**src/rtl/irq_arb_pkg.sv**
```systemverilog
`timescale 1ns/1ps
package irq_arb_pkg;

  typedef enum logic [1:0] {
    RG_OPEN   = 2'd0,
    RG_HIGH   = 2'd1,
    RG_CLOSED = 2'd2
  } regime_e;

  function automatic regime_e regime_of(logic i_bit, logic ui_bit);
    if (!i_bit)      return RG_OPEN;
    else if (!ui_bit) return RG_HIGH;
    else             return RG_CLOSED;
  endfunction

endpackage

```
**src/rtl/irq_lowest_pick.sv**
```systemverilog
`timescale 1ns/1ps
module irq_lowest_pick #(
  parameter int N_SRC = 16,
  localparam int IW = (N_SRC > 1) ? $clog2(N_SRC) : 1
) (
  input  logic [N_SRC-1:0] req_i,
  output logic             hit_o,
  output logic [IW-1:0]    idx_o
);

  // scan downward so the lowest set index is the last one written
  always_comb begin
    hit_o = 1'b0;
    idx_o = '0;
    for (int k = N_SRC - 1; k >= 0; k--) begin
      if (req_i[k]) begin
        hit_o = 1'b1;
        idx_o = IW'(k);
      end
    end
  end

endmodule

```
**src/rtl/irq_mask_gate.sv**
```systemverilog
`timescale 1ns/1ps
module irq_mask_gate
  import irq_arb_pkg::*;
(
  input  logic cpu_i_i,
  input  logic cpu_ui_i,
  input  logic win_hi_i,
  output logic pass_o
);

  regime_e regime;

  always_comb begin
    regime = regime_of(cpu_i_i, cpu_ui_i);
    unique case (regime)
      RG_OPEN: pass_o = 1'b1;
      RG_HIGH: pass_o = win_hi_i;
      default: pass_o = 1'b0;
    endcase
  end

endmodule

```
**src/rtl/irq_nmi_latch.sv**
```systemverilog
`timescale 1ns/1ps
module irq_nmi_latch (
  input  logic clk_i,
  input  logic rst_ni,
  input  logic nmi_i,
  input  logic take_i,
  output logic pend_o
);

  logic nmi_q;
  logic rise;

  assign rise = nmi_i & ~nmi_q;

  always_ff @(posedge clk_i or negedge rst_ni) begin
    if (!rst_ni) begin
      nmi_q  <= 1'b0;
      pend_o <= 1'b0;
    end else begin
      nmi_q  <= nmi_i;
      // a fresh edge wins over a clear in the same cycle
      pend_o <= rise | (pend_o & ~take_i);
    end
  end

  AST_NMI_CLEAR: assert property (@(posedge clk_i) disable iff (!rst_ni)
    (pend_o && take_i && !(nmi_i && !nmi_q)) |=> !pend_o);

endmodule

```
**src/rtl/prio_irq_arbiter.sv**
```systemverilog
`timescale 1ns/1ps
module prio_irq_arbiter #(
  parameter int N_SRC    = 16,
  parameter int VEC_W    = 8,
  parameter int VEC_BASE = 32,
  parameter int NMI_VEC  = 7
) (
  input  logic             clk_i,
  input  logic             rst_ni,
  input  logic [N_SRC-1:0] irq_cond_i,
  input  logic [N_SRC-1:0] irq_en_i,
  input  logic [N_SRC-1:0] irq_lvl_i,
  input  logic             nmi_i,
  input  logic             cpu_i_i,
  input  logic             cpu_ui_i,
  input  logic             insn_end_i,
  output logic             accept_o,
  output logic [VEC_W-1:0] vector_o,
  output logic             set_mask_o
);

  localparam int IW = (N_SRC > 1) ? $clog2(N_SRC) : 1;
  localparam logic [VEC_W-1:0] NMI_V  = VEC_W'(NMI_VEC);
  localparam logic [VEC_W-1:0] BASE_V = VEC_W'(VEC_BASE);

  logic [N_SRC-1:0] req;
  logic [N_SRC-1:0] lvl_req [2];
  logic [1:0]       lvl_hit;
  logic [IW-1:0]    lvl_idx [2];
  logic [IW-1:0]    win_idx;
  logic             any_req;
  logic             pass;
  logic             nmi_pend;
  logic             take_nmi;
  logic             take_msk;
  logic [VEC_W-1:0] vec_d;

  assign req        = irq_cond_i & irq_en_i;
  assign lvl_req[1] = req & irq_lvl_i;
  assign lvl_req[0] = req & ~irq_lvl_i;

  for (genvar g = 0; g < 2; g++) begin : g_lvl
    irq_lowest_pick #(.N_SRC(N_SRC)) u_pick (
      .req_i (lvl_req[g]),
      .hit_o (lvl_hit[g]),
      .idx_o (lvl_idx[g])
    );
  end

  assign any_req = |lvl_hit;
  assign win_idx = lvl_hit[1] ? lvl_idx[1] : lvl_idx[0];

  irq_mask_gate u_gate (
    .cpu_i_i  (cpu_i_i),
    .cpu_ui_i (cpu_ui_i),
    .win_hi_i (lvl_hit[1]),
    .pass_o   (pass)
  );

  irq_nmi_latch u_nmi (
    .clk_i  (clk_i),
    .rst_ni (rst_ni),
    .nmi_i  (nmi_i),
    .take_i (take_nmi),
    .pend_o (nmi_pend)
  );

  assign take_nmi = insn_end_i & nmi_pend;
  assign take_msk = insn_end_i & ~nmi_pend & any_req & pass;

  always_comb begin
    if (take_nmi)      vec_d = NMI_V;
    else if (take_msk) vec_d = BASE_V + VEC_W'(win_idx);
    else               vec_d = '0;
  end

  always_ff @(posedge clk_i or negedge rst_ni) begin
    if (!rst_ni) begin
      accept_o   <= 1'b0;
      set_mask_o <= 1'b0;
      vector_o   <= '0;
    end else begin
      accept_o   <= take_nmi | take_msk;
      set_mask_o <= take_nmi | take_msk;
      vector_o   <= vec_d;
    end
  end

  AST_ACC_AT_BOUNDARY: assert property (@(posedge clk_i) disable iff (!rst_ni)
    accept_o |-> $past(insn_end_i));

  AST_CLOSED_NMI_ONLY: assert property (@(posedge clk_i) disable iff (!rst_ni)
    (accept_o && $past(cpu_i_i && cpu_ui_i)) |-> (vector_o == NMI_V));

  AST_NMI_FIRST: assert property (@(posedge clk_i) disable iff (!rst_ni)
    $past(insn_end_i && nmi_pend) |-> (accept_o && vector_o == NMI_V));

  AST_ACC_SETS_MASK: assert property (@(posedge clk_i) disable iff (!rst_ni)
    $past(insn_end_i && any_req && !cpu_i_i) |-> (accept_o && set_mask_o));

endmodule

```
**config.mk**
```make
export PLATFORM = sky130hd
export DESIGN_NAME = prio_irq_arbiter
export DESIGN_NICKNAME = d
export VERILOG_FILES = /design/src/rtl/irq_arb_pkg.sv /design/src/rtl/irq_lowest_pick.sv /design/src/rtl/irq_mask_gate.sv /design/src/rtl/irq_nmi_latch.sv /design/src/rtl/prio_irq_arbiter.sv
export SDC_FILE = /design/constraint.sdc
export NUM_CORES = 1
export LEC_CHECK = 0
export ABC_AREA = 1
export BUFFER_PORTS_ARGS = -buffer_cell sky130_fd_sc_hd__buf_2
export CAP_MARGIN = 10
export CORE_MARGIN = 4
export CORE_UTILIZATION = 41
export DETAILED_ROUTE_END_ITERATION = 8
export PLACE_DENSITY_LB_ADDON = 0.08
export SYNTH_ARGS = -nofsm -noshare
export SYNTH_HDL_FRONTEND = slang
export SYNTH_SLANG_ARGS = --single-unit
export TNS_END_PERCENT = 50
```
**constraint.sdc**
```tcl
create_clock -name clk_i -period 1.2 [get_ports clk_i]
set_clock_uncertainty 0.2 [all_clocks]
set_input_delay 0.06 -clock clk_i [delete_from_list [all_inputs] [get_ports clk_i]]
set_output_delay 0.06 -clock clk_i [all_outputs]
set_load 0.1 [all_outputs]
```
; Word level (Yosys, flattened, before mapping)
; Index checks and enable logic that the tools add are counted.
[totals]
reg_bits = 11
in_bits = 54
out_inout_bits = 10
[classes]
add_sub_neg = 1
eq_ne = 1
n_mux = 70
n_bitwise = 15
reduce_logical = 2
[op_table]
columns = cell, count
row1 = $mux W4, 33
row2 = $and A16 B16 Y16, 3
row3 = $mux W1, 32
row4 = $not A16 Y16, 1
row5 = $mux W8, 1
row6 = $add A6 B4 Y7 const A, 1
row7 = $mux W7, 1
row8 = $and A1 B1 Y1, 6
row9 = $mux W2, 2
row10 = $not A1 Y1, 3
row11 = $eq A2 B1 Y1 const B, 1
row12 = $logic_not A2 Y1, 1
row13 = $or A1 B1 Y1, 2
row14 = $pmux W1 S2, 1
row15 = $reduce_or A2 Y1, 1

; Logic depth before layout (Yosys ltp)
; Gate-level depths: netlist of the first run.
[depth]
depth_word = 23
ltp_mapped = 20
depth_no_buf = 20

; Modules after synthesis
; From an unflattened synthesis of the first run, not the netlist that was laid out.
[hier_totals]
hier_cells = 212
hier_area_um2 = 1037.2
[by_module_without_submodules]
columns = mod, instances, cells_per_inst, area_per_inst_um2
row1 = prio_irq_arbiter, 1, 104, 539.3
row2 = irq_lowest_pick, 2, 49, 209.0
row3 = irq_nmi_latch, 1, 7, 68.8
row4 = irq_mask_gate, 1, 3, 11.3

; Worst setup path before layout of the first run
; Ideal clock, no wire load.
[synth_timing]
path_type = register to output
from = register set_mask_o
to = output port set_mask_o
arrival_ns = 1.324
required_time_ns = 0.940
path_slack_ns = -0.384
path_stages_with_launch = 2
n_path_buf = 1
path_cell_list = dfrtp_1 buf_4
[synth_lines]
columns = item, line_no
row1 = from (decl), prio_irq_arbiter.sv:19  ; output logic set_mask_o
row2 = from (signal assigned), prio_irq_arbiter.sv:84  ; set_mask_o <= take_nmi | take_msk;
; No word-level cell between the ends.

; Worst setup path after layout of the first run
[layout_timing]
from = input port irq_lvl_i[13]
to = register vector_o[1]
[layout_via]
elab_chain_cells = 21
word_cells_on_any_way = 67
cone_classes = add/sub (1) / mux (60) / bitwise (5) / reduce/logical (1)
[layout_lines]
columns = item, line_no
row1 = from (decl), prio_irq_arbiter.sv:12  ; input logic [N_SRC-1:0] irq_lvl_i,
row2 = "parallel branches: the longest is 19 deep, another holds $not A16 Y16", n/a
row3 = $mux W7 (*), prio_irq_arbiter.sv:73  ; else if (take_msk) vec_d = BASE_V + VEC_W'(win_idx);
row4 = $mux W8 (*), prio_irq_arbiter.sv:72  ; if (take_nmi) vec_d = NMI_V;
row5 = via vec_d[1], prio_irq_arbiter.sv:36  ; logic [VEC_W-1:0] vec_d;
row6 = to (signal assigned), prio_irq_arbiter.sv:85  ; vector_o <= vec_d;
row7 = to (decl), prio_irq_arbiter.sv:18  ; output logic [VEC_W-1:0] vector_o,
; Mark *: on every way through the listed nets, which the timed path passes.

==> results of run 1 <==
-- cell usage in the layout (no fill, tap or decap), drive strengths merged --
master / instances
o211ai: 1
inv: 19
nor4: 1
conb: 3
nand2: 63
dfrtp: 8
o21bai: 1
nor2: 24
nand4: 3
nand3b: 2
o21ai: 8
o22ai: 1
nor3: 1
buf: 91
clkbuf: 4
a31oi: 3
nand3: 20
a21oi: 2
dlygate4sd3: 5
-- worst max-delay path, stage by stage --
cell and delay [ps]:
buf_2 110, nand3b_1 180, buf_4 160, nand2_1 80, nor2_1 80, nand4_1 130, nand4_2 180, inv_2 140
nand2_1 60, o21ai_1 190
-- per-layer routing --
metal / vias up / share of wire, %
met4: 0 / 6.0
li1: 715 / -
met2: 78 / 55
met3: 27 / 6.9
met5: - / 0
met1: 691 / 32
-- flip-flops by register name, indices dropped and copies added (netlist names) --
| register | count |
|---|---|
| u_nmi.nmi_q | 1 |
| set_mask_o | 1 |
| vector_o | 5 |
| u_nmi.pend_o | 1 |
-- metrics by stage --
step | cell area [sq um] | util, % | instances
final | 1830 | 89.6 | 287
after global routing | 1830 | 89.6 | 287
after CTS | 1760 | 86.0 | 284
after detailed placement | 1500 | 73.5 | 266
after global placement | 1500 | 73.5 | 266
after floorplan | 950 | - | 164
-- worst paths after layout --
kind,slack (ps),endpoint,cells past startpoint,start
setup / recovery,-210,vector_o[1],10,irq_lvl_i[13]
hold / removal,40,vector_o[3],5,cpu_i_i
setup reg to reg,-180,vector_o[1],5,u_nmi.pend_o
hold reg to reg,300,u_nmi.pend_o,1,u_nmi.nmi_q
max in group asynchronous,100,set_mask_o,3,rst_ni
min in group asynchronous,520,u_nmi.pend_o,3,rst_ni
-- repair_timing --
action / CTS / global route
hold buffers: 5 / 0
gates resized for setup: 22 / 19
buffers inserted: 9 / 3
endpoints found under the setup margin: 6 / 8
pin swaps: 12 / 1
endpoints found under the hold margin: 13 / 0
-- kinds of logic (layout without fill, tap and decap cells) --
kind of cell | count (synthesis) | after routing
simple gates | 114 | 114
buf+inv | 23 | 119
compound gates | 16 | 16
flops | 8 | 8
other cells | 1 | 3
-- area by class of cell --
class / count / area (sq um) / area share, %
clock buffer: 4 / 26.3 / 1.44
inverter: 19 / 71.3 / 3.90
multi-input combinational: 133 / 729 / 39.8
sequential: 8 / 204 / 11.1
tap: 27 / 33.8 / 1.85
timing repair buffer: 96 / 766 / 41.8
-- power groups by stage --
stage / logic (W) / clock network [W] / registers (W)
6_report: 0.000909 / 0.000234 / 0.000321
5_1_grt: 0.000964 / 0.000264 / 0.000323
4_1_cts: 0.000831 / 0.000227 / 0.000320
3_5_place_dp: 0.000737 / 0 / 0.000325
3_3_place_gp: 0.000718 / 0 / 0.000323
2_1_floorplan: 0.000286 / 0 / 0.000458
==> impl_summary.txt, run 1 <==
----------------------------------------------------
[Yosys]
  Most area-hungry cell type in the Yosys netlist ... nand2_1
  Cell count after synthesis ... 162
  Number of storage elements in the synthesis netlist ... 8
  Xor/xnor cell area share of the yosys netlist ... 0%
  Combined area of all synthesized cells ... just over 900 sq um
  Most common library cells after synthesis ... nand2_1 (62), nor2_1 (23), inv_1 (15)
  Most common cell in the netlist ... nand2_1
  Fraction of registers with async set/reset ... between 90% and 100%
  Post-synthesis compound-gate area fraction ... 10.2%
  Area share of the leading cell type in the synthesized netlist ... around a quarter
  Warning count from the yosys run ... 0
  Combinational family with the most area after synthesis ... simple AND/OR/NAND/NOR gates
  Fraction of the yosys area taken by sequential cells ... roughly 22%
  Top cells by area, synth ... nand2_1 (25%), dfrtp_1 (22%), nor2_1 (9.4%), nand3_1 (7.6%), nand3_2 (6.5%)
  Avg Cell Area, Syn ... ~5.7 sq um
  Portion of netlist area occupied by mux cells ... 0%
  Prevailing post-synth register cell ... dfrtp_1
  Fraction of the mapped netlist area in simple logic gates ... roughly 57%
  Adder and majority cell fraction of the synthesized area ... 0%
  Number of synthesized flops with an enable pin ... 0
  Number of different library cells in the post-synthesis netlist ... 24

[Clock tree]
  CTS buffer count ... 3
  Maximum root-to-sink buffer count ... 2
  Clk_lat worst skew ... around 260 ps
  TritonCTS Sinks ... 8
  Clock tree from TritonCTS ... done
  H-tree depth reported by CTS ... 1
  Clock slew at the register clock pins of the worst setup and hold paths ... roughly 60 ps
  Root cell of the clock tree ... clkbuf_4

[Timing]
  Hold slack ... around 38 ps
  Slew Viols, Final ... 0
  Fmax ... a little over 0.7 GHz
  Hold violation total from the final report ... 0
  Accumulated negative setup slack ... -929 ps
  Final period utilization ... 117%
  Setup Viol. Count Final ... 8
  RSZ-0062 raised after global routing ... true
  Final critical-path setup slack ... -210 ps
  Min cycle time layout ... approximately 1400 ps

[Global routing]
  Overall overflow remaining after global route ... 0
  Pin count of the biggest net entering global routing ... 9
  Met1 usage ... 21.0%
  Global-route wire length before repair ... between 6000 and 7000 microns
  Overall global routing resource usage ... 25.1%
  Layer carrying the most global-route usage ... met2
  GR Util met2 ... roughly 49%
  Met3 GRT Util ... approximately 7.0%
  Initial antenna violation count ... 0
  Via count of the first global-routing pass ... around 1500

[Drt]
  Average wire length per cell after detail routing ... roughly 15 microns
  Vias after detailed routing ... between 1500 and 2000
  Drt initial violations ... 39
  Number of routed nets with antenna violations ... 0
  DR vias/cell ... 5.26
  Number of detailed-route iterations in the first pass ... 4
  WL final ... about 4200 microns
  DRC violations left ... 0

[Floorplan]
  Placeable core region ... a little over 0.002 sq mm
  Horizontal die dimension ... ~55 microns
  Ports ... 64
  Height of the die ... around 55 microns
  Area enclosed by the die boundary ... between 0.003 and 0.004 sq mm
  Site Rows ... 16
  Initial core utilization ... between 40% and 50%

[Pwr]
  Switching Fraction ... 45.0%
  Flop pwr share ... 21.9%
  VDD IR-drop max ... about 0.00077 V
  Internal cell power ... roughly 0.00081 W
  Logic pwr share ... between 60% and 70%
  Overall power of the completed layout ... around 0.0015 W
  Static leakage ... about 1 nW
  Switching power ... approximately 0.00066 W
  Clock power frac ... 16.0%
  Total power density per cell area ... 800 mW/mm^2

[Worst setup path]
  Crit Path Category ... in2reg
  CP endpoint kind ... flip-flop
  Required @ worst endpoint ... 1170 ps
  Critical path fanouts, max ... 3
  Critical Path Start Type ... primary input
  Arrival time of the worst setup path ... 1380 ps

[Layout]
  Fill cell instance count of the final layout ... 99
  Number of nets in the final layout ... roughly 320
  # diodes ... 0
  Area growth, synth to finish ... 99.3%
  Fraction of layout instances using a drive strength above 1 ... about half

[Min path]
  Hold Path Class ... in2reg

[Placed design]
  Weighted congestion at the end of routability-driven global placement ... just under 0.8
  I/O Buffers ... 60
  Placed wire-length estimate ... 2570 microns
  Pre-CTS setup slack ... -361 ps

[Run status]
  Violations in the final reports ... setup timing
  Status ... finished, violations left

[Job]
  Maxcap violations ... 0

----------------------------------------------------
(Power assumes the default switching activity.)
==> run 2, diff against run 1 <==
Clock period 1.2 ns to 1.3 ns, I/O delays scaled along.
==> run 2 against run 1 <==
Against the previous run: the flow finishes with violations (hold timing, setup timing); worst hold slack got worse by 40 ps; power fell by 8.6%; via count rose by 1.7%; design area fell by 2.9%; die area did not move; flip-flop and latch count did not move; non-clock buffer count did not move; first-iteration DRC count rose by 100%; global-route usage barely moved; critical path depth fell by 2; clock-buffer cell count did not move; cell count did not move; highest routed layer unchanged.
==> impl_summary.txt, run 2 (synthesized netlist as in run 1, its figures left out) <==
----------------------------------------------------
[Worst setup path]
  Crit Path Category ... in2reg (unchanged)
  Critical Path Start Type ... primary input (unchanged)
  Buffers plus inverters on the worst setup path ... 1 (was 3)
  Master of the slowest instance on the critical path ... nor4_2 (was o21ai_1)
  Reg-to-reg critical path startpoint ... u_nmi.pend_o (unchanged)
  Critical-path cell list ... buf_2, nand2_1, nor2_1, nor4_2, o21ai_0, a31oi_1, o211ai_1, o21ai_1 (was buf_2, nand3b_1, buf_4, nand2_1, nor2_1, nand4_1, nand4_2, inv_2, nand2_1, o21ai_1)
  Critical path fanouts, max ... 3 (unchanged)
  CP endpoint kind ... flip-flop (unchanged)
  Depth of the worst register-to-register path ... 4 (was 5)
  Required @ worst endpoint ... 1280 ps (was 1170 ps)
  Flop2flop setup slack ... 20 ps (was -180 ps)
  Arrival time of the worst setup path ... 1490 ps (was 1380 ps)
  Crit Reg-Reg Endpoint ... vector_o[3] (was vector_o[1])
  Slowest cell delay on critical path ... 450 ps (was 190 ps)
  Category of cells accounting for the largest share of critical-path delay ... compound AO/OA/AOI/OAI gates (was simple AND/OR/NAND/NOR gates)

[Layout]
  Top register by number of flip-flops ... vector_o (unchanged)
  Most common cell after layout, fill and taps aside ... nand2_1 (unchanged)
  Area growth, synth to finish ... 93.6% (was 99.3%)
  Number of nets in the final layout ... 315 (unchanged)
  Commonest cells after routing, fill and taps aside ... nand2_1 (59), buf_2 (47), buf_4 (29), nor2_1 (20) (was nand2_1 (55), buf_2 (43), buf_4 (29), nor2_1 (15), inv_1 (13))
  # diodes ... 0 (unchanged)
  Non-Filler Cell Area, Final ... 0.00178 sq mm (was 0.00183 sq mm)
  Max reg flops ... 5 (unchanged)
  Fraction of layout instances using a drive strength above 1 ... 48.1% (was 51.9%)

[Clock tree]
  CTS buffer count ... 3 (unchanged)
  Clock tree from TritonCTS ... done (unchanged)
  H-tree depth reported by CTS ... 1 (unchanged)
  Clock slew at the register clock pins of the worst setup and hold paths ... 60 ps (about the same)
  Maximum root-to-sink buffer count ... 2 (unchanged)
  TritonCTS Sinks ... 8 (unchanged)
  Root cell of the clock tree ... clkbuf_4 (unchanged)
  Clk_lat worst skew ... 260 ps (about the same)

[Global routing]
  Via count of the first global-routing pass ... 1468 (was 1520)
  Pin count of the biggest net entering global routing ... 9 (unchanged)
  Initial antenna violation count ... 0 (unchanged)
  Global-route wire length before repair ... 6290 microns (was 6200 microns)
  Overall overflow remaining after global route ... 0 (unchanged)
  Overall global routing resource usage ... 25.1% (about the same)

[Placed design]
  Pre-CTS setup slack ... -289 ps (was -361 ps)
  Post-Place Cell Area ... 0.00153 sq mm (was 0.00150 sq mm)
  I/O Buffers ... 60 (unchanged)
  Placed wire-length estimate ... 2620 microns (was 2570 microns)
  Weighted congestion at the end of routability-driven global placement ... 0.772 (was 0.790)

[Timing]
  Fmax ... 0.659 GHz
  Final critical-path setup slack ... -218 ps (was -210 ps)
  Final period utilization ... 117%
  Min cycle time layout ... around 1500 ps
  Hold violation total from the final report ... 4 (was 0)
  Setup Viol. Count Final ... 5 (was 8)
  Slew Viols, Final ... 0 (unchanged)
  Hold slack ... -1.44 ps (was 38.3 ps)
  RSZ-0062 raised after global routing ... true (unchanged)

[Floorplan]
  Initial core utilization ... 45.0% (unchanged)
  Ports ... 64 (unchanged)
  Area enclosed by the die boundary ... 0.00306 sq mm (unchanged)
  Height of the die ... 55.3 microns (unchanged)
  Site Rows ... 16 (unchanged)
  Horizontal die dimension ... 55.3 microns (unchanged)
  Placeable core region ... 0.00204 sq mm (unchanged)

[Pwr]
  Total power density per cell area ... 753 mW/mm^2 (was 800 mW/mm^2)
  Static leakage ... 0.984 nW (was 0.995 nW)
  VDD IR-drop max ... 0.000520 V (was 0.000766 V)

[Drt]
  WL final ... 4520 microns (was 4190 microns)
  Number of routed nets with antenna violations ... 0 (unchanged)
  DR vias/cell ... 5.36 (was 5.26)
  Number of detailed-route iterations in the first pass ... 4 (unchanged)
  DRC violations left ... 0 (unchanged)
  Vias after detailed routing ... 1537 (was 1511)
  Average wire length per cell after detail routing ... 15.7 microns (was 14.6 microns)
  Drt initial violations ... 78 (was 39)

[Run status]
  Status ... finished, violations left (unchanged)
  Violations in the final reports ... hold timing, setup timing (was setup timing)

[Job]
  Maxcap violations ... 0 (unchanged)

[Min path]
  Hold Path Class ... in2async (was in2reg)

----------------------------------------------------
-- run 2: cell types whose count changed in the layout (fill, tap and decap cells not counted), moves of 2 or more --
cell     previous run  this run
buf_6              10         6
nand3_1             9        11
inv_1              13        11
nand2_2             7         3
nor2_2              7         3
buf_2              43        47
nand2_1            55        59
nor2_1             15        20
-- run 2: worst reg2reg max path, stage by stage, from the launching register on --
cell and delay (ps):
dfrtp_1 400, inv_1 110, nand4_2 160, buf_6 170
nor3_4 170
-- run 2: per-stage QoR --
stage	util (%)	hold slack, ps	setup TNS, ps	total power (W)	std cells
2_1_floorplan	-	-431	0	0.000685	164
3_3_place_gp	74.8	-292	-1300	0.000971	272
3_5_place_dp	74.8	-292	-1290	0.000993	272
4_1_cts	81.7	37.9	-7.40	0.00123	286
5_1_grt	87.1	12.0	-1040	0.00140	287
6_report	87.1	-1.44	-681	0.00134	287
-- run 2: worst max-delay path by stage --
stage	startpoint	end	slack, ps	cells after the start
after floorplan	irq_cond_i[15]	vector_o[0]	30	20
after global placement	irq_en_i[9]	vector_o[1]	-290	11
after detailed placement	irq_en_i[9]	vector_o[1]	-290	11
after CTS	irq_en_i[15]	vector_o[0]	-6	21
after global routing	irq_en_i[15]	vector_o[0]	-330	21
final	irq_cond_i[10]	vector_o[2]	-220	8
-- run 2: metal layers --
| layer | up-vias | routed length (microns) | GRT usage, % |
|---|---|---|---|
| li1 | 714 | - | - |
| met1 | 690 | 1530 | 24.3 |
| met2 | 105 | 2360 | 50.2 |
| met3 | 28 | 379 | 4.43 |
| met4 | 0 | 243 | 11.5 |
| met5 | - | 0 | 0 |
-- run 2: area by class of cell --
class / count / area [sq um]
Timing Repair Buffer: 96 / 746
Sequential cell: 8 / 204
Clock buffer: 4 / 26.3
Tap cell: 27 / 33.8
Fill cell: 121 / 264
Inverter: 19 / 73.8
Multi-Input combinational cell: 133 / 694
-- run 2: power breakdown --
part	switching (W)	total, W	internal (W)
logic	0.000491	0.000825	0.000334
clock network	0.0000949	0.000213	0.000118
registers	0.0000260	0.000300	0.000274
-- run 2: what timing repair did --
| item | in CTS | in global routing |
|---|---|---|
| pin swaps | 13 | 15 |
| setup endpoints to repair | 2 | 14 |
| buffers inserted | 4 | 2 |
| endpoints found under the hold margin | 15 | 0 |
| hold buffers | 6 | 0 |
| resized for setup | 6 | 27 |
